<file path="config.mk">
export PLATFORM = sky130hd
export DESIGN_NAME = cmd_decoder
export DESIGN_NICKNAME = d
export VERILOG_FILES = /design/src/rtl/cmd_decoder_pkg.sv /design/src/rtl/cmd_decoder_ctrl.sv /design/src/rtl/cmd_decoder_dp.sv /design/src/rtl/cmd_decoder.sv
export SDC_FILE = /design/constraint.sdc
export NUM_CORES = 1
export LEC_CHECK = 0
export BUFFER_PORTS_ARGS = -buffer_cell sky130_fd_sc_hd__buf_4
export CORE_UTILIZATION = 55
export CTS_CLUSTER_SIZE = 10
export DETAILED_ROUTE_END_ITERATION = 16
export PLACE_DENSITY = 0.84
export SYNTH_ARGS = -nofsm -noshare
export SYNTH_HDL_FRONTEND = slang
export SYNTH_SLANG_ARGS = --single-unit
</file>
<file path="constraint.sdc">
create_clock -name clk -period 2.8 [get_ports clk]
set_input_delay 0.28 -clock clk [delete_from_list [all_inputs] [get_ports clk]]
set_output_delay 0.28 -clock clk [all_outputs]
set_load 0.1 [all_outputs]
</file>
<file path="src/rtl/cmd_decoder_pkg.sv">
package cmd_decoder_pkg;
  localparam int WORD_W  = 16;
  localparam int ADDR_W  = 16;
  localparam int CD_W    = 6;
  localparam int IDX_W   = 5;
  localparam int DATA_W  = 8;
  localparam int LO_W    = ADDR_W - 2;   // address bits loaded by a first half
  localparam int CD_LO_W = 2;            // command bits loaded by a first half
  localparam int CD_HI_W = CD_W - CD_LO_W;

  // strobes from the control decoder to the datapath
  typedef struct packed {
    logic loLoad;   // first-half load of low address / command bits
    logic hiLoad;   // second-half load of high address / command bits
    logic regWr;    // accepted register write
    logic pendSet;  // expect a second half
    logic pendClr;  // second half consumed
    logic flagClr;  // data-port byte write clears all flags
  } ctrlStrobes_t;
endpackage

</file>
<file path="src/rtl/cmd_decoder_ctrl.sv">
module cmd_decoder_ctrl
  import cmd_decoder_pkg::*;
#(
  parameter int NUM_REGS    = 24,
  parameter int LEGACY_REGS = 11
) (
  input  logic              ctrlWrEn,
  input  logic [WORD_W-1:0] ctrlWord,
  input  logic              byteWrEn,
  input  logic              pending,
  input  logic              mode5,
  output ctrlStrobes_t      strobes
);
  logic             isRegWord;
  logic [IDX_W-1:0] wordIdx;
  logic             idxInRange;
  logic             firstHalf;

  assign wordIdx   = ctrlWord[IDX_W+7:8];
  assign isRegWord = (ctrlWord[WORD_W-1 -: 2] == 2'b10);
  assign firstHalf = ctrlWrEn && !pending;

  always_comb begin
    if (mode5) idxInRange = (int'(wordIdx) < NUM_REGS);
    else       idxInRange = (int'(wordIdx) < LEGACY_REGS);
  end

  always_comb begin
    strobes         = '0;
    strobes.loLoad  = firstHalf;
    strobes.hiLoad  = ctrlWrEn && pending;
    strobes.pendClr = ctrlWrEn && pending;
    strobes.pendSet = firstHalf && !isRegWord;
    strobes.regWr   = firstHalf && isRegWord && idxInRange;
    strobes.flagClr = byteWrEn;
  end
endmodule

</file>
<file path="src/rtl/cmd_decoder_dp.sv">
module cmd_decoder_dp
  import cmd_decoder_pkg::*;
#(
  parameter int NUM_REGS = 24,
  parameter int MODE_REG = 1,
  parameter int MODE_BIT = 2
) (
  input  logic              clk,
  input  logic              rst_n,
  input  ctrlStrobes_t      strobes,
  input  logic [WORD_W-1:0] ctrlWord,
  input  logic              fetchSet,
  input  logic              readPendSet,
  input  logic              bytePendSet,
  input  logic [IDX_W-1:0]  rdIdx,
  output logic [DATA_W-1:0] rdData,
  output logic [ADDR_W-1:0] accAddr,
  output logic [CD_W-1:0]   cmdCode,
  output logic              mode5,
  output logic              regWrStb,
  output logic [IDX_W-1:0]  regWrIdx,
  output logic [DATA_W-1:0] regWrData,
  output logic              ctrlPending,
  output logic              fetched,
  output logic              readPending,
  output logic              bytePending
);
  logic [DATA_W-1:0] regFile [NUM_REGS];
  logic [IDX_W-1:0]  wordIdx;
  logic [DATA_W-1:0] wordData;

  assign wordIdx  = ctrlWord[IDX_W+7:8];
  assign wordData = ctrlWord[DATA_W-1:0];

  // address and command code
  always_ff @(posedge clk) begin
    if (!rst_n) begin
      accAddr <= '0;
      cmdCode <= '0;
    end else begin
      if (strobes.loLoad) begin
        accAddr[LO_W-1:0]    <= ctrlWord[LO_W-1:0];
        cmdCode[CD_LO_W-1:0] <= ctrlWord[WORD_W-1 -: CD_LO_W];
      end
      if (strobes.hiLoad) begin
        accAddr[ADDR_W-1:LO_W]    <= ctrlWord[ADDR_W-LO_W-1:0];
        cmdCode[CD_W-1:CD_LO_W]   <= ctrlWord[4 +: CD_HI_W];
      end
    end
  end

  // register file, one generated slot per register
  for (genvar g = 0; g < NUM_REGS; g++) begin : g_reg
    always_ff @(posedge clk) begin
      if (!rst_n) regFile[g] <= '0;
      else if (strobes.regWr && (int'(wordIdx) == g)) regFile[g] <= wordData;
    end
  end

  assign mode5  = regFile[MODE_REG][MODE_BIT];
  assign rdData = (int'(rdIdx) < NUM_REGS) ? regFile[rdIdx] : '0;

  // register write echo
  always_ff @(posedge clk) begin
    if (!rst_n) begin
      regWrStb  <= 1'b0;
      regWrIdx  <= '0;
      regWrData <= '0;
    end else begin
      regWrStb <= strobes.regWr;
      if (strobes.regWr) begin
        regWrIdx  <= wordIdx;
        regWrData <= wordData;
      end
    end
  end

  // handshake flags: the byte-port clear wins over every set
  always_ff @(posedge clk) begin
    if (!rst_n) begin
      ctrlPending <= 1'b0;
      fetched     <= 1'b0;
      readPending <= 1'b0;
      bytePending <= 1'b0;
    end else if (strobes.flagClr) begin
      ctrlPending <= 1'b0;
      fetched     <= 1'b0;
      readPending <= 1'b0;
      bytePending <= 1'b0;
    end else begin
      if (strobes.pendClr)      ctrlPending <= 1'b0;
      else if (strobes.pendSet) ctrlPending <= 1'b1;
      if (fetchSet)    fetched     <= 1'b1;
      if (readPendSet) readPending <= 1'b1;
      if (bytePendSet) bytePending <= 1'b1;
    end
  end
endmodule

</file>
<file path="src/rtl/cmd_decoder.sv">
module cmd_decoder
  import cmd_decoder_pkg::*;
#(
  parameter int NUM_REGS    = 24,
  parameter int LEGACY_REGS = 11,
  parameter int MODE_REG    = 1,
  parameter int MODE_BIT    = 2
) (
  input  logic        clk,
  input  logic        rst_n,
  input  logic        ctrlWrEn,
  input  logic [15:0] ctrlWord,
  input  logic        byteWrEn,
  input  logic        fetchSet,
  input  logic        readPendSet,
  input  logic        bytePendSet,
  input  logic [4:0]  rdIdx,
  output logic [7:0]  rdData,
  output logic [15:0] accAddr,
  output logic [5:0]  cmdCode,
  output logic        mode5,
  output logic        regWrStb,
  output logic [4:0]  regWrIdx,
  output logic [7:0]  regWrData,
  output logic        ctrlPending,
  output logic        fetched,
  output logic        readPending,
  output logic        bytePending
);
  ctrlStrobes_t strobes;

  cmd_decoder_ctrl #(
    .NUM_REGS(NUM_REGS), .LEGACY_REGS(LEGACY_REGS)
  ) ctrl_i (
    .ctrlWrEn(ctrlWrEn), .ctrlWord(ctrlWord), .byteWrEn(byteWrEn),
    .pending(ctrlPending), .mode5(mode5), .strobes(strobes)
  );

  cmd_decoder_dp #(
    .NUM_REGS(NUM_REGS), .MODE_REG(MODE_REG), .MODE_BIT(MODE_BIT)
  ) dp_i (
    .clk(clk), .rst_n(rst_n), .strobes(strobes), .ctrlWord(ctrlWord),
    .fetchSet(fetchSet), .readPendSet(readPendSet), .bytePendSet(bytePendSet),
    .rdIdx(rdIdx), .rdData(rdData), .accAddr(accAddr), .cmdCode(cmdCode),
    .mode5(mode5), .regWrStb(regWrStb), .regWrIdx(regWrIdx),
    .regWrData(regWrData), .ctrlPending(ctrlPending), .fetched(fetched),
    .readPending(readPending), .bytePending(bytePending)
  );
endmodule

</file>
==> impl_results.md, run 1 <==
* P&R area growth vs syn at 16.27%
* Endpoint class of the critical path: output pin
* Power per cell area at 644.4 nW/um2
* Top FF cell, synth: edfxtp_1
* Die Area at 19630 um2
* Worst setup margin at 306.3 ps
* Worst slew pin tran at 897.3 ps
* # rows at 50
* Share of cells above drive strength 1 at 0.1902
* # nets final at 949
* Starting Density at 0.5609
* Post-DRT Antenna Nets at 0
* Syn Std Cell Area at 10490 um2
* Commonest non-fill, non-tap cell in the layout: edfxtp_1
* RSZ-0062 raised after global routing: false
* Ports at 77
* Largest net degree at the start of global routing at 37
* Wire length after detailed routing at 26150 um
* Post-DR vias/cell at 6.058
* Crit path launch type: register
* Setup violations, final at 0
* Die width at 140.1 um
* Count of clock tree sinks at 232
* Slew HR at 0.4005
* Clk buf depth at 3
* WL met3 at 2587 um
* Finished Core Util at 0.6521
* Clk Latency, worst-skew pair at 530 ps
* Worst EP arrival at 2210 ps
* Worst min-delay path category: input port to register
* Drt pass-1 iters at 7
* Starting DRT DRC Count at 808
* Critical path fanouts, max at 6
* Clock Skew at 12.12 ps
* Total gr overflow at 0
* Remaining DRCs at 0
* Period utilisation layout at 0.8906
* FF+latch count, synth at 232
* Post-synth EDFFs at 192
* Max-cap viol count at 0
* Wire per inst at 22.25 um
* Top Metal Used: met4
* Crit path kind: register to output pin
* Final Max Slew Viols at 0
* Crit path time final at 2494 ps
* Yosys warning count at 0
* TritonCTS buffer count at 27
* Status: completed
* CP Data Required Time at 2520 ps
* Most frequent cells in the layout: edfxtp_1 (192), and2_1 (130), buf_4 (103), nor2_1 (93), mux2i_1 (76)
* H-tree depth at 1
* Highest Clock Rate at 0.4010 GHz
* Post-CTS sizing at 0
* Gate Count Post-Synth at 836
* Final Hold Vio Count at 0
* Clock root cell: clkbuf_16
* Post-synthesis sequential area ratio at 0.6259
* GPL Wtd Cong at 0.9192
* Initial antenna violation count at 0
* WL met1 at 9905 um
* Pwr Total at 0.007861 W
* Die Ht at 140.1 um
* Core area at 18710 um2
* Leak at 4.654 nW
* Port bufs at 76
* Syn_nets at 864
* Met2 WL post-DR at 12900 um
* Distinct cells, synth at 38
* Dpl ws at 485.5 ps
* Vias in the first global route at 7105
* Post-synth ARST share at 0
* Peak supply drop at 0.0006167 V
* Post-CTS setup buffer count at 0
* Worst-path clk slew at 60 ps
* CTS tree: built
* ANT cells at 0
* Syn Area/Cell at 12.55 um2
* Vias at 7118
* First-pass GRT wire length at 40390 um
* Gr usage total at 0.2747
* HPWL Detailed at 17200 um
[cells in the mapped netlist (2+ instances only)]
master,instances,share of area
buf_4,6,0.0043
nand2b_1,13,0.0078
nor3_1,2,0.00095
buf_6,3,0.0032
dfxtp_1,40,0.076
nand3_1,26,0.012
a21oi_1,29,0.014
buf_2,10,0.0048
a221oi_1,6,0.0050
nor2_2,6,0.0036
nor2_4,3,0.0032
o21ai_0,17,0.0081
nor3_4,3,0.0047
and2_1,130,0.078
nor2_1,94,0.034
a22oi_1,24,0.017
inv_1,3,0.0011
mux2i_1,76,0.073
clkbuf_1,32,0.011
mux4_2,16,0.034
nand2_1,72,0.026
o211ai_1,8,0.0057
edfxtp_1,192,0.55
buf_1,3,0.0011
nor2b_1,7,0.0042
or3_4,3,0.0032
[worst max-delay path: stages, from the launching register on]
cell and delay, ps:
edfxtp_1 550, mux4_2 530, o211ai_1 180, nand3_1 160, buf_4 270
[metrics by stage]
stage | TNS (ps) | area, um2 | hold WS, ps | instances
after floorplan | -6643 | 10540 | 395.8 | 836
after global placement | 0 | 11390 | 442.3 | 1122
after detailed placement | 0 | 11390 | 449.8 | 1122
after global routing | 0 | 12200 | 8.774 | 1175
after CTS | 0 | 12200 | 8.629 | 1175
final | 0 | 12200 | 18.23 | 1175
[path summary, 6_finish.rpt]
check | slack (ps) | depth (start not counted) | start | end
max | 310 | 4 | dp_i.regFile[1][2] | rdData[2]
min | 20 | 3 | ctrlWord[14] | dp_i.cmdCode[0]
max reg2reg | 390 | 4 | dp_i.regFile[1][2] | dp_i.regFile[15][1]
min reg2reg | 460 | 2 | dp_i.accAddr[11] | dp_i.accAddr[11]
[layer usage]
metal	up-vias	GRT usage
li1	3172	-
met1	3480	0.3536
met2	408	0.4621
met3	58	0.05744
met4	0	0.09890
met5	-	0
[power breakdown]
| group | internal [W] | total, W | switching [W] | leakage [nW] |
|---|---|---|---|---|
| Combinational | 0.000238 | 0.000889 | 0.000651 | 1.97 |
| Sequential | 0.00384 | 0.00388 | 0.0000441 | 2.32 |
| Clock | 0.00180 | 0.00309 | 0.00129 | 0.361 |
[final cells by class]
type	instances	area, um2
Fill cell	1301	6507
Clock buffer	47	750.7
Inverter	3	11.26
Tap cell	234	292.8
Timing Repair Buffer	110	873.3
Sequential cell	232	6566
Multi-Input combinational cell	547	3687
Clock inverter	2	16.27
[state kept, by name, summed over array words and instances (netlist names)]
signal / count
dp_i.fetched: 1
dp_i.accAddr: 16
dp_i.regWrStb: 1
dp_i.readPending: 1
dp_i.regWrIdx: 5
dp_i.regWrData: 8
dp_i.ctrlPending: 1
dp_i.bytePending: 1
dp_i.cmdCode: 6
dp_i.regFile: 192
[what timing repair did]
| action | CTS | global route |
|---|---|---|
| endpoints found under the setup margin | 0 | 0 |
| endpoints found under the hold margin | 4 | 0 |
| hold buffers | 4 | 0 |
[kinds of logic after synthesis]
logic type             after synthesis  synth area share
flip-flops                         232            0.6259
AND/OR/NAND/NOR                    368            0.1876
buffers and inverters               57           0.02588
AO/OA/AOI/OAI                       87           0.05379
multiplexers                        92            0.1069
(Power assumes the default switching activity.)
==> run 2: changes to the inputs <==
--- a/config.mk
+++ b/config.mk
@@ -10,6 +10,7 @@
 export CTS_CLUSTER_SIZE = 10
 export DETAILED_ROUTE_END_ITERATION = 16
 export PLACE_DENSITY = 0.84
+export REMOVE_ABC_BUFFERS = 1
 export SYNTH_ARGS = -nofsm -noshare
 export SYNTH_HDL_FRONTEND = slang
 export SYNTH_SLANG_ARGS = --single-unit
==> impl_results.md, run 2 (synthesized netlist as in run 1, its figures left out) <==
* Status: completed
* # rows at 50
* ANT cells at 0
* First-pass GRT wire length at 40400 um
* Sequential cell area at 6566 um2
* Post-CTS setup buffer count at 0
* Critical path fanouts, max at 13
* Clk Latency, worst-skew pair at 510 ps
* Worst min-delay path category: input port to register
* Drt pass-1 iters at 5
* Setup TNS Final at 0 ps
* Vias in the first global route at 7140
* RSZ-0062 raised after global routing: false
* Core area at 18710 um2
* Final Hold Vio Count at 0
* Starting DRT DRC Count at 945
* Vias at 7057
* Worst-path clk slew at 50 ps
* Final cell count without fillers at 1171
* Post-DR vias/cell at 6.026
* Cells after DPL at 1125
* Wire length after detailed routing at 26290 um
* Leak at 4.645 nW
* Clk buf depth at 3
* Highest Clock Rate at 0.3969 GHz
* Crit path kind: register to register
* Wire per inst at 22.45 um
* Flop2flop setup slack at 280 ps
* Slew HR at 0.3452
* Biggest register: dp_i.regFile
* CP Data Required Time at 2980 ps
* GPL Wtd Cong at 0.9147
* Starting Density at 0.5609
* Initial antenna violation count at 0
* Largest regs: dp_i.regFile: 192 flops, dp_i.accAddr: 16 flops, dp_i.regWrData: 8 flops
* Power per cell area at 643.5 nW/um2
* Crit path time final at 2520 ps
* DP Area at 11370 um2
* Area of the multi-input gates at 3654 um2
* Post-route cell area at 12140 um2
* Worst EP arrival at 2700 ps
* Pwr Total at 0.007814 W
* Die width at 140.1 um
* Clock root cell: clkbuf_16
* H-tree depth at 1
* Max FFs per register at 192
* Setup violations, final at 0
* Fillcell total at 1286
* Share of cells above drive strength 1 at 0.1868
* Commonest non-fill, non-tap cell in the layout: edfxtp_1
* Largest net degree at the start of global routing at 42
* Most frequent cells in the layout: edfxtp_1 (192), and2_1 (130), buf_4 (107), nor2_1 (94), mux2i_1 (76)
* Endpoint class of the critical path: register
* Gr usage total at 0.2736
* # nets final at 951
* CTS tree: built
* Post-CTS sizing at 0
* HPWL Detailed at 17570 um
* Post-DRT Antenna Nets at 0
* Clock Skew at 5.812 ps
* Max-cap viol count at 0
* Count of clock tree sinks at 232
* Period utilisation layout at 0.8998
* Final Max Slew Viols at 0
* Worst slew pin tran at 980.1 ps
* Total gr overflow at 0
* Ports at 77
* Peak supply drop at 0.0005004 V
* Port bufs at 76
* Remaining DRCs at 0
* TritonCTS buffer count at 27
* Die Area at 19630 um2
* P&R area growth vs syn at 15.74%
* Die Ht at 140.1 um
* Crit path launch type: register
run 2: final cells by class:
cell class	count	area share
multi-input cells	547	0.3009
well taps	234	0.02411
flip-flops and latches	232	0.5408
clock buffers	42	0.06110
repair buffers	112	0.07192
clock inverters	1	0.0003091
inverters	3	0.0009274
run 2: path summary, 6_finish.rpt:
kind | from | endpoint | depth (start not counted)
min reg2reg | dp_i.cmdCode[4] | dp_i.cmdCode[4] | 2
min | ctrlWord[13] | dp_i.accAddr[13] | 3
max | dp_i.ctrlPending | dp_i.regFile[15][7] | 4
max reg2reg | dp_i.ctrlPending | dp_i.regFile[15][7] | 4
run 2: layer usage:
metal | part of all wire | track usage | wire length (um) | up-vias
li1 | - | - | - | 3165
met1 | 0.39 | 0.3467 | 10120 | 3401
met2 | 0.47 | 0.4534 | 12440 | 412
met3 | 0.10 | 0.07111 | 2758 | 79
met4 | 0.037 | 0.1024 | 962 | 0
met5 | 0 | 0 | 0 | -
run 2: power by group:
group	total, W	internal, W	switching, W
sequential	0.00388	0.00384	0.0000432
clock	0.00306	0.00179	0.00127
combinational	0.000876	0.000233	0.000642
run 2: repair_timing:
item                                   CTS  global route
hold buffers                             3             0
setup endpoints to repair                0             0
endpoints found under the hold margin    3             0
run 2: through the flow:
step                hold slack, ps    util  worst slack, ps
floorplan                    395.8       -           -509.4
global placement             441.2  0.6077            459.5
detailed placement           448.2  0.6077            425.2
CTS                          17.19  0.6492            367.8
global route                 53.02  0.6492            159.4
finish                       26.96  0.6492            280.5
run 2: critical path: stages, from the launching register on:
cell and delay (ps):
dfxtp_1 420, nand4bb_4 320, nor4b_2 600, nand3_1 410
nand2_1 420
